`src/rtl/clksel_pkg.sv`:
```
package clksel_pkg;
  typedef enum logic [1:0] {
    SRC_MAIN = 2'b00,
    SRC_SUB  = 2'b01,
    SRC_INT  = 2'b10,
    SRC_RSVD = 2'b11
  } src_mode_e;

  // largest divide exponent allowed for low-current reads on the sub crystal
  localparam int SUB_LCR_MAX_EXP  = 3;
  // smallest divide exponent allowed for low-current reads on the slow oscillator
  localparam int SLOW_LCR_MIN_EXP = 2;
endpackage

```
`src/rtl/clksel_source_mux.sv`:
```
module clksel_source_mux
  import clksel_pkg::*;
(
  input  logic      clk,
  input  logic      rst_n,
  input  logic      tick_main,
  input  logic      tick_sub,
  input  logic      tick_fast,
  input  logic      tick_slow,
  input  logic      fast_on,
  input  logic      slow_on,
  input  logic      int_fast_sel,
  input  logic [1:0] mode_sel,
  output src_mode_e cur_mode,
  output src_mode_e eff_mode,
  output logic      mode_err,
  output logic      src_tick,
  output logic      tmr_en,
  output logic      fast_tmr_en,
  output logic      vmon_en
);
  logic oco_tick;

  always_comb begin
    eff_mode = (mode_sel == 2'b11) ? cur_mode : src_mode_e'(mode_sel);
    oco_tick = int_fast_sel ? (fast_on & tick_fast) : (slow_on & tick_slow);
    case (cur_mode)
      SRC_MAIN: src_tick = tick_main;
      SRC_SUB:  src_tick = tick_sub;
      SRC_INT:  src_tick = oco_tick;
      default:  src_tick = 1'b0;
    endcase
  end

  always_ff @(posedge clk) begin
    if (!rst_n) begin
      cur_mode    <= SRC_MAIN;
      mode_err    <= 1'b0;
      tmr_en      <= 1'b0;
      fast_tmr_en <= 1'b0;
      vmon_en     <= 1'b0;
    end else begin
      cur_mode    <= eff_mode;
      mode_err    <= (mode_sel == 2'b11);
      tmr_en      <= oco_tick;
      fast_tmr_en <= fast_on & tick_fast;
      vmon_en     <= slow_on & tick_slow;
    end
  end

  assert_mode_legal_R2: assert property (@(posedge clk) disable iff (!rst_n)
    cur_mode != SRC_RSVD);
  assert_fast_gated_R4: assert property (@(posedge clk) disable iff (!rst_n)
    fast_tmr_en |-> $past(fast_on));
  assert_vmon_gated_R5: assert property (@(posedge clk) disable iff (!rst_n)
    vmon_en |-> $past(slow_on));
endmodule

```
`src/rtl/clksel_prescaler.sv`:
```
module clksel_prescaler #(
  parameter int MAX_EXP = 4,
  localparam int EXP_W = $clog2(MAX_EXP + 1),
  localparam int CNT_W = (MAX_EXP < 1) ? 1 : MAX_EXP
) (
  input  logic             clk,
  input  logic             rst_n,
  input  logic             src_tick,
  input  logic [EXP_W-1:0] div_exp,
  output logic [EXP_W-1:0] applied_exp,
  output logic             cpu_en
);
  logic [CNT_W-1:0] cnt;
  logic [CNT_W-1:0] lim;
  logic             at_end;

  always_comb begin
    lim    = CNT_W'((32'd1 << applied_exp) - 32'd1);
    at_end = (cnt == lim);
  end

  always_ff @(posedge clk) begin
    if (!rst_n) begin
      cnt         <= '0;
      applied_exp <= '0;
      cpu_en      <= 1'b0;
    end else begin
      cpu_en <= src_tick & at_end;
      if (src_tick) begin
        if (at_end) begin
          cnt         <= '0;
          applied_exp <= div_exp; // new ratio only at a boundary
        end else begin
          cnt <= cnt + 1'b1;
        end
      end
    end
  end

  assert_ratio_at_boundary_R11: assert property (@(posedge clk) disable iff (!rst_n)
    (applied_exp != $past(applied_exp)) |-> cpu_en);
  assert_cpu_needs_tick_R1: assert property (@(posedge clk) disable iff (!rst_n)
    cpu_en |-> $past(src_tick));
endmodule

```
`src/rtl/clksel_lcr_gate.sv`:
```
module clksel_lcr_gate
  import clksel_pkg::*;
#(
  parameter int SUB_HZ     = 32768,
  parameter int LCR_MIN_HZ = 3000,
  parameter int EXP_W      = 3
) (
  input  logic             clk,
  input  logic             rst_n,
  input  src_mode_e        eff_mode,
  input  logic             int_fast_sel,
  input  logic             slow_on,
  input  logic [EXP_W-1:0] div_exp,
  input  logic [EXP_W-1:0] applied_exp,
  input  logic             lcr_req,
  output logic             lcr_ok
);
  logic permit;
  logic lcr_q;

  always_comb begin
    case (eff_mode)
      SRC_SUB: permit = (int'(div_exp) <= SUB_LCR_MAX_EXP) &&
                        ((SUB_HZ >> div_exp) > LCR_MIN_HZ);
      SRC_INT: permit = !int_fast_sel && slow_on &&
                        (int'(div_exp) >= SLOW_LCR_MIN_EXP);
      default: permit = 1'b0;
    endcase
    lcr_ok = lcr_q & permit; // revoke in the same cycle
  end

  always_ff @(posedge clk) begin
    if (!rst_n) lcr_q <= 1'b0;
    else        lcr_q <= lcr_req && permit && (lcr_q || (applied_exp == div_exp));
  end

  assert_grant_after_ratio_R9: assert property (@(posedge clk) disable iff (!rst_n)
    $rose(lcr_q) |-> $past(applied_exp == div_exp && lcr_req));
  assert_main_never_R8: assert property (@(posedge clk) disable iff (!rst_n)
    (eff_mode == SRC_MAIN) |-> !lcr_ok);
endmodule

```
`src/rtl/clksel_top.sv`:
```
module clksel_top
  import clksel_pkg::*;
#(
  parameter int DIV_W      = 3,
  parameter int MAX_EXP    = 4,
  parameter int SUB_HZ     = 32768,
  parameter int LCR_MIN_HZ = 3000
) (
  input  logic             clk,
  input  logic             rst_n,
  input  logic             tick_main,
  input  logic             tick_sub,
  input  logic             tick_fast,
  input  logic             tick_slow,
  input  logic             fast_on,
  input  logic             slow_on,
  input  logic             int_fast_sel,
  input  logic [1:0]       mode_sel,
  input  logic [DIV_W-1:0] div_sel,
  input  logic             lcr_req,
  output logic             cpu_en,
  output logic             tmr_en,
  output logic             fast_tmr_en,
  output logic             vmon_en,
  output logic [1:0]       cur_mode,
  output logic             mode_err,
  output logic             lcr_ok
);
  localparam int EXP_W = $clog2(MAX_EXP + 1);

  src_mode_e        cur_mode_e;
  src_mode_e        eff_mode;
  logic             src_tick;
  logic [EXP_W-1:0] div_exp;
  logic [EXP_W-1:0] applied_exp;

  always_comb begin
    if (int'(div_sel) > MAX_EXP) div_exp = EXP_W'(MAX_EXP);
    else                         div_exp = EXP_W'(div_sel);
    cur_mode = cur_mode_e;
  end

  clksel_source_mux u_mux (
    .clk, .rst_n, .tick_main, .tick_sub, .tick_fast, .tick_slow,
    .fast_on, .slow_on, .int_fast_sel, .mode_sel,
    .cur_mode(cur_mode_e), .eff_mode, .mode_err, .src_tick,
    .tmr_en, .fast_tmr_en, .vmon_en
  );

  clksel_prescaler #(.MAX_EXP(MAX_EXP)) u_div (
    .clk, .rst_n, .src_tick, .div_exp, .applied_exp, .cpu_en
  );

  clksel_lcr_gate #(.SUB_HZ(SUB_HZ), .LCR_MIN_HZ(LCR_MIN_HZ), .EXP_W(EXP_W)) u_lcr (
    .clk, .rst_n, .eff_mode, .int_fast_sel, .slow_on,
    .div_exp, .applied_exp, .lcr_req, .lcr_ok
  );
endmodule

```
`config.mk`:
```
export PLATFORM = sky130hd
export DESIGN_NAME = clksel_top
export DESIGN_NICKNAME = d
export VERILOG_FILES = /design/src/rtl/clksel_pkg.sv /design/src/rtl/clksel_source_mux.sv /design/src/rtl/clksel_prescaler.sv /design/src/rtl/clksel_lcr_gate.sv /design/src/rtl/clksel_top.sv
export SDC_FILE = /design/constraint.sdc
export NUM_CORES = 1
export LEC_CHECK = 0
export BUFFER_PORTS_ARGS = -buffer_cell sky130_fd_sc_hd__buf_2
export CAP_MARGIN = 20
export CORE_UTILIZATION = 48
export DETAILED_ROUTE_END_ITERATION = 10
export PLACE_DENSITY = 0.79
export SYNTH_ARGS = -nofsm -noshare
export SYNTH_HDL_FRONTEND = slang
export SYNTH_SLANG_ARGS = --single-unit
```
`constraint.sdc`:
```
create_clock -name clk -period 1.6 [get_ports clk]
set_input_delay 0.32 -clock clk [delete_from_list [all_inputs] [get_ports clk]]
set_output_delay 0.32 -clock clk [all_outputs]
set_load 0.1 [all_outputs]
```
==> summary.md, run 1 <==
| Metric | Value |
|---|---|
| Post-synthesis sequential area ratio | 0.3987 |
| Commonest non-fill, non-tap cells in the layout | buf_2 (21), dfxtp_1 (13), nand2_1 (6), buf_4 (6) |
| Min cycle time layout | between 1500 and 2000 ps |
| Largest net degree at the start of global routing | 13 |
| Critical path, cell by cell | nand2b_4, nand2_4, inv_2, ha_2, inv_2, o22ai_2, and3b_4, buf_12 |
| First-pass DRT Iterations | 4 |
| Layout area overhead | 40.03% |
| LEAKAGE | 0.4823 nW |
| WL per Instance | 13.63 µm |
| Critical-path top delay cell | dfxtp_4 |
| VDD IR max | 0.7074 mV |
| Core area | 0.001383 mm² |
| Synth cell types | 29 |
| Share of layout cells above drive strength 1 | 0.4248 |
| Ys Warns | 0 |
| CTS Buf Count | 3 |
| Post-DP HPWL | 1206 µm |
| Commonest non-fill, non-tap cell in the layout | buf_2 |
| Clk sinks | 15 |
| # Post-CTS Setup Buffers | 0 |
| I/O Buffers | 22 |
| Cell Area, Synth | between 700 and 800 µm² |
| CP dominant cell by count | inv_2 |
| Delay-heaviest family, CP | simple AND/OR/NAND/NOR gates |
| Max Cap Viol | 0 |
| Die Y | 41.62 µm |
| Failing checks | setup timing |
| CTS Root Cell | clkbuf_4 |
| Initial antenna violation count | 0 |
| Hold Path Class | in2reg |
| First-pass GRT wire length | 3029 µm |
| Final setup margin | -334.3 ps |
| Slew headroom | 0.6787 |
| Critical path class | reg2out |
| Clk slew on worst S/H paths | 90 ps |
| Crit path launch type | register |
| Crit share post-route | 1.209 |
| Crit end category | output port |
| Worst Path Buf+Inv | 3 |
| CP max stage delay | between 300 and 400 ps |
| Worst EP arrival | between 1500 and 2000 ps |
| Routed wire length | approximately 1700 µm |
| GRT Overall Usage | 0.2246 |
| Final ANT Viol Nets | 0 |
| Crit-path max FO | 2 |
| Syn Area/Cell | 9.299 µm² |
| Clock Latency Late Sink | 280 ps |
| Congestion Overflow GR | 0 |
| PwrDens | 940.3 mW/mm² |
| Row count | 13 |
| I/O pins | 23 |
| Syn Inst Count | 81 |
| R2r setup slk | roughly 70 ps |
| Die W | around 42 µm |
| Layout Nets | 132 |
| Final Hold Viols | 0 |
| Fin util | 0.7629 |
| Syn Nets | 99 |
| FMAX | 517.0 MHz |
| Via density | 5.594 |
| Max Root-Sink Buffers | 2 |
| CTS tree | built |
| Final setup viols | 1 |
| 1st-iter DRT viols | 26 |
| Final RePlAce weighted congestion | 0.7842 |
| WP data required | approximately 1300 ps |
| Status | finished with violations |
| Htree depth | 1 |
| Fin Clk Skew | around 4.4 ps |
| Die area | 0.001732 mm² |
| Final non-filler cell area | roughly 0.0011 mm² |
| Placed Area | 969.7 µm² |
| Yosys reg bits | 15 |
| Initial Utilization | 0.5448 |
| TNS Setup | -334.3 ps |
| Drt drc | 0 |
| Number of global-route vias before repair | 698 |
| Hold-fix buffers, CTS | 0 |
| Diodes inserted | 0 |
| Max-slew violations | 0 |
| Worst slew pin tran | 485.4 ps |
| Vias | 716 |
| Unrepaired setup endpoints after global routing | true |
area by class of cell:
type                    instances  area [µm²]
clock buffers                   4       26.28
repair buffers                 29       190.2
flip-flops and latches         15       307.8
inverters                       5       18.77
well taps                      15       18.77
fillers                       100       327.8
multi-input cells              60       493.0
final timing paths:
path                             start                    to  cells past startpoint
setup reg to reg  u_div.applied_exp[1]  u_div.applied_exp[2]                      6
hold / removal                 lcr_req           u_lcr.lcr_q                      3
hold reg to reg   u_div.applied_exp[0]  u_div.applied_exp[0]                      2
setup / recovery     u_mux.cur_mode[0]                lcr_ok                      8
cells by family after synthesis:
logic type	share of synthesized area
AO/OA/AOI/OAI	0.1096
XOR/XNOR	0.06977
flip-flops	0.3987
adder cells (fa/ha/maj)	0.04984
multiplexers	0.06645
AND/OR/NAND/NOR	0.2757
buffers and inverters	0.02990
state kept, by name, indices dropped and copies added, names as in the netlist:
register	count
u_mux.vmon_en	1
u_lcr.lcr_q	1
u_div.cnt	4
u_div.applied_exp	3
u_div.cpu_en	1
u_mux.cur_mode	2
u_mux.fast_tmr_en	1
u_mux.tmr_en	1
u_mux.mode_err	1
stage by stage:
stage	total power [W]	setup WS (ps)	cells	hold WS, ps
global route	0.001043	-405.4	128	265.8
CTS	0.0009738	-300.3	128	272.1
global placement	0.0007379	-168.7	124	502.5
finish	0.0009918	-334.3	128	277.6
detailed placement	0.0007457	-208.8	124	519.2
floorplan	0.0006378	-274.7	81	447.2
layer usage:
| metal | GRT usage | share of wire | wire length [µm] |
|---|---|---|---|
| met1 | 0.2547 | 0.44 | 763 |
| met2 | 0.4031 | 0.49 | 857 |
| met5 | 0 | 0 | 0 |
| met4 | 0.09677 | 0.0097 | 17 |
| met3 | 0.04348 | 0.061 | 106 |
worst min-delay path, stage by stage:
cell and delay, ps:
buf_2 100, nand2_1 50, nor4b_1 50
synthesized netlist by cell type (all sizes together):
cell / count / area share
a21oi: 3 / 0.020
a311oi: 1 / 0.012
a31o: 1 / 0.012
a31oi: 1 / 0.017
and3: 4 / 0.033
and3b: 1 / 0.012
and4: 1 / 0.012
clkbuf: 1 / 0.0050
dfxtp: 15 / 0.40
ha: 3 / 0.050
inv: 5 / 0.025
mux2i: 5 / 0.066
nand2: 7 / 0.035
nand2b: 3 / 0.025
nand3: 1 / 0.0066
nand3b: 3 / 0.047
nor2: 6 / 0.030
nor3: 5 / 0.048
nor4: 2 / 0.017
nor4b: 1 / 0.012
o2111ai: 1 / 0.012
o211ai: 1 / 0.010
o21ai: 3 / 0.020
o22ai: 1 / 0.0083
xnor2: 1 / 0.012
xor2: 5 / 0.058
where the power goes:
group	total, W	switching (W)	leakage, nW	internal [W]
logic	0.000351	0.000211	0.343	0.000140
registers	0.000419	0.0000225	0.124	0.000397
clock network	0.000221	0.000124	0.0150	0.0000968
total	0.000992	0.000358	0.482	0.000634
timing repair:
action	4_1_cts	5_1_grt
resized for setup	9	5
pin swaps	4	3
setup endpoints to repair	1	4
endpoints found under the hold margin	0	0
(Power assumes the default switching activity.)
==> run 2: changes to the inputs <==
--- a/config.mk
+++ b/config.mk
@@ -5,11 +5,12 @@
 export SDC_FILE = /design/constraint.sdc
 export NUM_CORES = 1
 export LEC_CHECK = 0
+export ABC_AREA = 1
 export BUFFER_PORTS_ARGS = -buffer_cell sky130_fd_sc_hd__buf_2
 export CAP_MARGIN = 20
-export CORE_UTILIZATION = 48
+export CORE_UTILIZATION = 50
 export DETAILED_ROUTE_END_ITERATION = 10
-export PLACE_DENSITY = 0.79
+export PLACE_DENSITY = 0.76
 export SYNTH_ARGS = -nofsm -noshare
 export SYNTH_HDL_FRONTEND = slang
 export SYNTH_SLANG_ARGS = --single-unit
==> constraint.sdc (replaced) <==
create_clock -name clk -period 1.9 [get_ports clk]
set_input_delay 0.38 -clock clk [delete_from_list [all_inputs] [get_ports clk]]
set_output_delay 0.38 -clock clk [all_outputs]
set_load 0.1 [all_outputs]
==> run 2 against run 1 <==
Effect of this change:
- the flow finishes with violations (DRC, setup timing)
- largest power group is now combinational cells
- final area up 3.4%
- global-route usage increased by 0.35 points
- first-iteration DRC count shrank 62%
- hold slack better by 45 ps
- highest routed layer unchanged
==> summary.md, run 2 <==
| Metric | Value |
|---|---|
| Largest net degree at the start of global routing | 12 (was 13) |
| Most flops, register | u_div.cnt (unchanged) |
| Crit-path max FO | 3 (was 2) |
| Hold slack | 323.1 ps (was 277.6 ps) |
| Number of global-route vias before repair | 738 (was 698) |
| Yosys reg bits | 15 (unchanged) |
| Via density | 4.905 (was 5.594) |
| Syn Inst Count | 136 (was 81) |
| Syn Nets | 154 (was 99) |
| Power consumption | 0.0009463 W (was 0.0009918 W) |
| Congestion Overflow GR | 0 (unchanged) |
| Worst EP arrival | 1680 ps (was 1610 ps) |
| Clock Latency Late Sink | 290 ps (was 280 ps) |
| I/O Buffers | 22 (unchanged) |
| Final setup margin | -158.4 ps (was -334.3 ps) |
| Fin Clk Skew | 6.811 ps (was 4.391 ps) |
| Area contributors post-synth | dfxtp_1 (35%), nand2_1 (16%), inv_1 (10%) (was dfxtp_1 (40%), mux2i_1 (6.6%), xor2_1 (5.8%)) |
| Setup crit end | lcr_ok (unchanged) |
| Die W | 43.62 µm (was 41.62 µm) |
| Regs by FF count | u_div.cnt: 4 flops, u_div.applied_exp: 3 flops, u_mux.cur_mode: 2 flops (unchanged) |
| CTS Buf Count | 3 (unchanged) |
| 1st-iter DRT viols | 10 (was 26) |
| P_sw | 0.0004004 W (was 0.0003579 W) |
| Final Hold Viols | 0 (unchanged) |
| Layout area overhead | 26.01% (was 40.03%) |
| TNS Setup | -158.4 ps (was -334.3 ps) |
| WP data required | 1520 ps (was 1280 ps) |
| M2 GR Usage | 0.3701 (was 0.4031) |
| CTS Root Cell | clkbuf_4 (unchanged) |
| Max-slew violations | 0 (unchanged) |
| Max FFs per register | 4 (unchanged) |
| Count leader, synth | nand2_1 (was dfxtp_1) |
| LEAKAGE | 0.5665 nW (was 0.4823 nW) |
| Flop pwr share | 0.394 (was 0.423) |
| I/O pins | 23 (unchanged) |
| Diodes inserted | 0 (unchanged) |
| Drt drc | 2 (was 0) |
| Worst slew pin tran | 486.1 ps (was 485.4 ps) |
| Cell Area, Synth | 865.8 µm² (was 753.2 µm²) |
| Worst r2r src | u_mux.cur_mode[1] (was u_div.applied_exp[1]) |
| WHS Path Cells | 3 (unchanged) |
| Met3 GRT Util | 0.07500 (was 0.04348) |
| Synth cell types | 18 (was 29) |
| FMAX | 485.8 MHz |
| Min cycle time layout | 2058 ps |
| Crit share post-route | 1.083 |
| Crit path launch type | register (unchanged) |
| Reg2reg end | u_lcr.lcr_q (was u_div.applied_exp[2]) |
| First-pass DRT Iterations | 7 (was 4) |
| Initial Utilization | 0.5554 (was 0.5448) |
| Share of layout cells above drive strength 1 | 0.3190 (was 0.4248) |
| Failing checks | DRC, setup timing (was setup timing) |
| Post-synthesis sequential area ratio | 0.3468 (was 0.3987) |
| Final setup viols | 1 (unchanged) |
| Post-synth EDFFs | 0 (unchanged) |
| Critical path class | reg2out (unchanged) |
| GR peak layer | met2 (unchanged) |
| Synth top area share | 0.3468 (was 0.3987) |
| GRT Overall Usage | 0.2281 (was 0.2246) |
| Layout Nets | 182 (was 132) |
| Final RePlAce weighted congestion | 0.8249 (was 0.7842) |
| Crit end category | output port (unchanged) |
| Post-DP HPWL | 1408 µm (was 1206 µm) |
| Reg2reg path depth | 9 (was 6) |
| Core area | 0.001559 mm² (was 0.001383 mm²) |
| Ys Warns | 0 (unchanged) |
| Synth area leader | dfxtp_1 (unchanged) |
| Commonest non-fill, non-tap cell in the layout | nand2_1 (was buf_2) |
| VDD IR max | 0.5309 mV (was 0.7074 mV) |
| Initial antenna violation count | 0 (unchanged) |
| Slew headroom | 0.6781 (was 0.6787) |
| Final ANT Viol Nets | 0 (unchanged) |
| Row count | 14 (was 13) |
| Clk sinks | 15 (unchanged) |
| Critical Path Start | u_mux.cur_mode[1] (was u_mux.cur_mode[0]) |
| Combinational Power Share | 0.414 (was 0.354) |
| Post-synth top flop | dfxtp_1 (unchanged) |
| Max Cap Viol | 0 (unchanged) |
| Vias | 878 (was 716) |
| Max Root-Sink Buffers | 2 (unchanged) |
| Die area | 0.001902 mm² (was 0.001732 mm²) |
| Syn Area/Cell | 6.366 µm² (was 9.299 µm²) |
| Clk slew on worst S/H paths | 90 ps (about the same) |
| CTS tree | built (unchanged) |
| Routed wire length | 1747 µm (was 1745 µm) |
| WL per Instance | 9.760 µm (was 13.63 µm) |
| Internal power | 0.0005459 W (was 0.0006339 W) |
| First-pass GRT wire length | 3070 µm (was 3029 µm) |
| Met1 usage in global routing | 0.2689 (was 0.2547) |
| Sw frac | 0.4231 (was 0.3608) |
| Commonest non-fill, non-tap cells in the layout | nand2_1 (36), buf_2 (21), inv_1 (20) (was buf_2 (21), dfxtp_1 (13), nand2_1 (6), buf_4 (6)) |
| PwrDens | 867.3 mW/mm² (was 940.3 mW/mm²) |
| Htree depth | 1 (unchanged) |
| Die Y | 43.62 µm (was 41.62 µm) |
| Synth cell count leaders | nand2_1 (37), inv_1 (23), nor2_1 (17), dfxtp_1 (15), nand3_1 (14) (was dfxtp_1 (15), nand2_1 (7), nor2_1 (6)) |
| Status | finished with violations (unchanged) |
| Hold Path Class | in2reg (unchanged) |
| R2r setup slk | 580 ps (was 70 ps) |
| Ys async rst share | 0 (unchanged) |
| Clock power share | 0.191 (was 0.223) |
| Unrepaired setup endpoints after global routing | true (unchanged) |
==> run 2: cell count changes in the layout (fill, tap and decap cells not counted), sizes merged, moves of 3 or more <==
cell,previous run,this run
nand2,7,43
nand3b,3,0
nor2,6,18
mux2i,5,0
and3,4,0
nand2b,3,0
nor3,5,2
xor2,5,0
nand3,1,16
inv,5,24
nand4,0,3
buf,29,25
==> run 2: power groups by stage <==
stage | Clock (W) | Sequential, W | Combinational [W]
2_1_floorplan | 0 | 0.000453 | 0.000236
3_3_place_gp | 0 | 0.000380 | 0.000378
3_5_place_dp | 0 | 0.000381 | 0.000386
4_1_cts | 0.000188 | 0.000373 | 0.000390
5_1_grt | 0.000202 | 0.000378 | 0.000447
6_report | 0.000181 | 0.000373 | 0.000392
==> run 2: per-layer routing <==
layer | wire, µm | up-vias
met3 | 78 | 4
met4 | 34 | 0
met2 | 866 | 20
met1 | 767 | 373
met5 | 0 | -
li1 | - | 481
==> run 2: final cells by class <==
class                           instances  area [µm²]
Inverter                               24       92.59
Fill cell                             151       467.9
Multi-Input combinational cell         95       496.7
Timing Repair Buffer                   25       147.6
Clock buffer                            4       26.28
Sequential cell                        15       307.8
Tap cell                               16       20.02
==> run 2: critical path, cell delays in order (launching register included) <==
cell	delay [ps]
dfxtp_4	360
inv_4	40
a21oi_4	120
ha_2	180
nand2_2	50
nor2_2	90
o21ai_2	60
a21oi_2	150
inv_2	60
nor2_4	90
buf_12	180
==> run 2: worst min-delay path by stage <==
stage,start,endpoint,slack [ps]
floorplan,u_div.applied_exp[1],u_div.applied_exp[1],480
global placement,u_lcr.lcr_q,u_lcr.lcr_q,490
detailed placement,u_div.applied_exp[0],u_div.applied_exp[0],500
CTS,tick_fast,u_mux.fast_tmr_en,320
global route,lcr_req,u_lcr.lcr_q,320
finish,tick_fast,u_mux.fast_tmr_en,320
==> run 2: what timing repair did <==
item | CTS | global route
pin swaps | 3 | 2
gates resized for setup | 3 | 5
hold buffers | 0 | 0
cloned | 0 | 0
setup endpoints to repair | 1 | 1
setup buffers | 1 | 0
==> run 2: metrics by stage <==
step                instance area, µm²  utilization  setup slack [ps]  instances
floorplan                        892.1            -            -257.1        136
global route                      1091       0.6998            -285.8        179
finish                            1091       0.6998            -158.4        179
detailed placement                1036       0.6645            -71.49        174
CTS                               1072       0.6878            -231.5        179
global placement                  1036       0.6645            -28.91        174
==> run 2: cells by family (layout without fill, tap and decap cells) <==
logic type      after synthesis  after routing  synth area share
fa+ha+maj                     3              3           0.04336
compound gates               10             10           0.06502
buf+inv                      26             53            0.1228
flops                        15             15            0.3468
simple gates                 82             82            0.4220
==> run 3: changes to the inputs <==
--- a/config.mk
+++ b/config.mk
@@ -6,11 +6,11 @@
 export NUM_CORES = 1
 export LEC_CHECK = 0
 export ABC_AREA = 1
-export BUFFER_PORTS_ARGS = -buffer_cell sky130_fd_sc_hd__buf_2
 export CAP_MARGIN = 20
-export CORE_UTILIZATION = 50
+export CORE_UTILIZATION = 54
 export DETAILED_ROUTE_END_ITERATION = 10
-export PLACE_DENSITY = 0.76
+export DONT_BUFFER_PORTS = 1
+export PLACE_DENSITY = 0.72
 export SYNTH_ARGS = -nofsm -noshare
 export SYNTH_HDL_FRONTEND = slang
 export SYNTH_SLANG_ARGS = --single-unit
==> constraint.sdc (replaced) <==
create_clock -name clk -period 1.8 [get_ports clk]
set_input_delay 0.36 -clock clk [delete_from_list [all_inputs] [get_ports clk]]
set_output_delay 0.36 -clock clk [all_outputs]
set_load 0.1 [all_outputs]
==> run 3 against run 2 <==
Effect of this change:
- the run ends with setup timing left
- cell count decreased by 8.4%
- sequential power up 5.6%
- setup slack worse by 100 ps
- utilization decreased by 2.1 points
- sequential cell count stayed put
- sequential share of layout area increased by 1.9 points
- largest cell class unchanged
==> summary.md, run 3 (synthesized netlist as in run 2, its figures left out) <==
| Metric | Value |
|---|---|
| Die W | 42.04 µm (was 43.62 µm) |
| Setup crit end | lcr_ok (unchanged) |
| Final Hold Viols | 0 (unchanged) |
| Crit end category | output port (unchanged) |
| Initial antenna violation count | 0 (unchanged) |
| Largest net degree at the start of global routing | 12 (unchanged) |
| Layout Nets | 167 (was 182) |
| Most flops, register | u_div.cnt (unchanged) |
| First-pass DRT Iterations | 4 (was 7) |
| Min-delay src | tick_fast (unchanged) |
| Final setup viols | 1 (unchanged) |
| I/O Buffers | 0 (was 22) |
| WP data required | 1440 ps (was 1520 ps) |
| Die Y | 42.04 µm (was 43.62 µm) |
| Final RePlAce weighted congestion | 0.8063 (was 0.8249) |
| Crit-path max FO | 2 (was 3) |
| Reg2reg end | u_div.cnt[1] (was u_lcr.lcr_q) |
| Placed Area | 975.9 µm² (was 0.001036 mm²) |
| Max Cap Viol | 0 (unchanged) |
| Hold Path Class | in2reg (unchanged) |
| Die area | 0.001767 mm² (was 0.001902 mm²) |
| Reg2reg path depth | 6 (was 9) |
| Congestion Overflow GR | 0 (unchanged) |
| Commonest non-fill, non-tap cells in the layout | nand2_1 (37), inv_1 (20), nor2_1 (16) (was nand2_1 (36), buf_2 (21), inv_1 (20)) |
| CTS Root Cell | clkbuf_4 (unchanged) |
| Core area | 0.001506 mm² (was 0.001559 mm²) |
| Share of layout cells above drive strength 1 | 0.2297 (was 0.3190) |
| Max FFs per register | 4 (unchanged) |
| Row count | 14 (unchanged) |
| Vias | 831 (was 878) |
| Diodes inserted | 0 (unchanged) |
| Via density | 5.067 (was 4.905) |
| Worst r2r src | u_mux.cur_mode[0] (was u_mux.cur_mode[1]) |
| Clk slew on worst S/H paths | 90 ps (about the same) |
| Drt drc | 0 (was 2) |
| Htree depth | 1 (unchanged) |
| FMAX | around 490 MHz |
| Max-slew violations | 0 (unchanged) |
| Worst EP arrival | 1700 ps (was 1680 ps) |
| PwrDens | 960.9 mW/mm² (was 867.3 mW/mm²) |
| R2r setup slk | 270 ps (was 580 ps) |
| Commonest non-fill, non-tap cell in the layout | nand2_1 (unchanged) |
| Hold-fix buffers, CTS | 0 (unchanged) |
| WL per Instance | 10.73 µm (was 9.760 µm) |
| Crit share post-route | 1.145 |
| Layout area overhead | 18.06% (was 26.01%) |
| Critical Path Start | u_mux.cur_mode[1] (unchanged) |
| Crit path launch type | register (unchanged) |
| GRT Overall Usage | 0.2145 (was 0.2281) |
| Initial Utilization | 0.5748 (was 0.5554) |
| First-pass GRT wire length | 2904 µm (was 3070 µm) |
| Worst slew pin tran | 295.3 ps (was 486.1 ps) |
| Final ANT Viol Nets | 0 (unchanged) |
| Power consumption | 0.0009822 W (was 0.0009463 W) |
| Post-DP HPWL | 1420 µm (was 1408 µm) |
| VDD IR max | 0.5833 mV (was 0.5309 mV) |
| I/O pins | 23 (unchanged) |
| 1st-iter DRT viols | 9 (was 10) |
| Max Root-Sink Buffers | 2 (unchanged) |
| CP max stage delay | 360 ps (about the same) |
| Critical-path top delay cell | dfxtp_4 (unchanged) |
| LEAKAGE | 0.5061 nW (was 0.5665 nW) |
| CTS tree | built (unchanged) |
| Final non-filler cell area | 0.001022 mm² (was 0.001091 mm²) |
| Fin Clk Skew | 3.088 ps (was 6.811 ps) |
| Fin util | 0.6786 (was 0.6998) |
| Final setup margin | -260.1 ps (was -158.4 ps) |
| Critical path, cell by cell | inv_4, a21oi_4, ha_2, nand2_1, nor2_1, o21ai_1, a21oi_2, inv_2, nor2_4, buf_12 (was inv_4, a21oi_4, ha_2, nand2_2, nor2_2, o21ai_2, a21oi_2, inv_2, nor2_4, buf_12) |
| Unrepaired setup endpoints after global routing | true (unchanged) |
| Clock Latency Late Sink | 270 ps (was 290 ps) |
| Number of global-route vias before repair | 710 (was 738) |
| Min cycle time layout | 2060 ps |
| Failing checks | setup timing (was DRC, setup timing) |
| Routed wire length | 1759 µm (was 1747 µm) |
| CTS Buf Count | 3 (unchanged) |
| Clk sinks | 15 (unchanged) |
| Status | finished with violations (unchanged) |
| Critical path class | reg2out (unchanged) |
| Regs by FF count | u_div.cnt: 4 flops, u_div.applied_exp: 3 flops, u_mux.cur_mode: 2 flops (unchanged) |
| Slew headroom | 0.8011 (was 0.6781) |
==> run 3: cell types whose count changed in the layout (fill, tap and decap cells not counted), sizes merged <==
cell / delta
buf: -15
==> run 3: what timing repair did <==
item,CTS,global route
pin swaps,6,5
setup buffers,1,0
cloned,0,0
setup endpoints to repair,1,1
gates resized for setup,5,0
==> run 3: worst max-delay path, delay by kind of cell (launching register included) <==
family                     cells  cell delay (ps)
DFF                            1              360
adders and majority gates      1              180
buffers and inverters          3              280
AOI/OAI and AO/OA              3              360
and+or+nand+nor                3              250
==> run 3: per-stage QoR <==
stage / hold slack [ps] / setup TNS [ps] / setup WS [ps] / std cells
after floorplan: 473.8 / -337.1 / -337.1 / 136
after global placement: 478.8 / 0 / 40.57 / 159
final: 195.9 / -260.1 / -260.1 / 164
after detailed placement: 484.9 / -42.56 / -42.56 / 159
after CTS: 184.5 / -310.3 / -310.3 / 164
after global routing: 197.0 / -405.3 / -405.3 / 164
==> run 3: how the worst min path moves through the flow <==
stage | depth (start not counted) | endpoint
2_1_floorplan | 2 | u_mux.fast_tmr_en
3_3_place_gp | 2 | u_mux.fast_tmr_en
3_5_place_dp | 2 | u_mux.fast_tmr_en
4_1_cts | 2 | u_mux.fast_tmr_en
5_1_grt | 2 | u_mux.fast_tmr_en
6_report | 2 | u_mux.fast_tmr_en
==> run 3: layout make-up <==
class	count	area [µm²]
clock buffers	4	26.28
fillers	143	484.2
inverters	24	92.59
multi-input cells	95	488.0
flip-flops and latches	15	307.8
well taps	16	20.02
repair buffers	10	87.58
==> run 3: where the power goes <==
group	total (W)	switching, W	internal (W)
Combinational	0.000396	0.000276	0.000120
Clock	0.000192	0.000106	0.0000858
Sequential	0.000394	0.0000304	0.000364
Total	0.000982	0.000412	0.000570
==> run 3: per-layer routing <==
layer  up-vias  part of all wire  wire (µm)  global-route usage
li1        452                 -          -                   -
met1       363              0.48        848              0.2810
met2        14              0.47        827              0.3594
met3         2             0.036         64             0.04741
met5         -                 0          0                   0
met4         0             0.010         18             0.05625
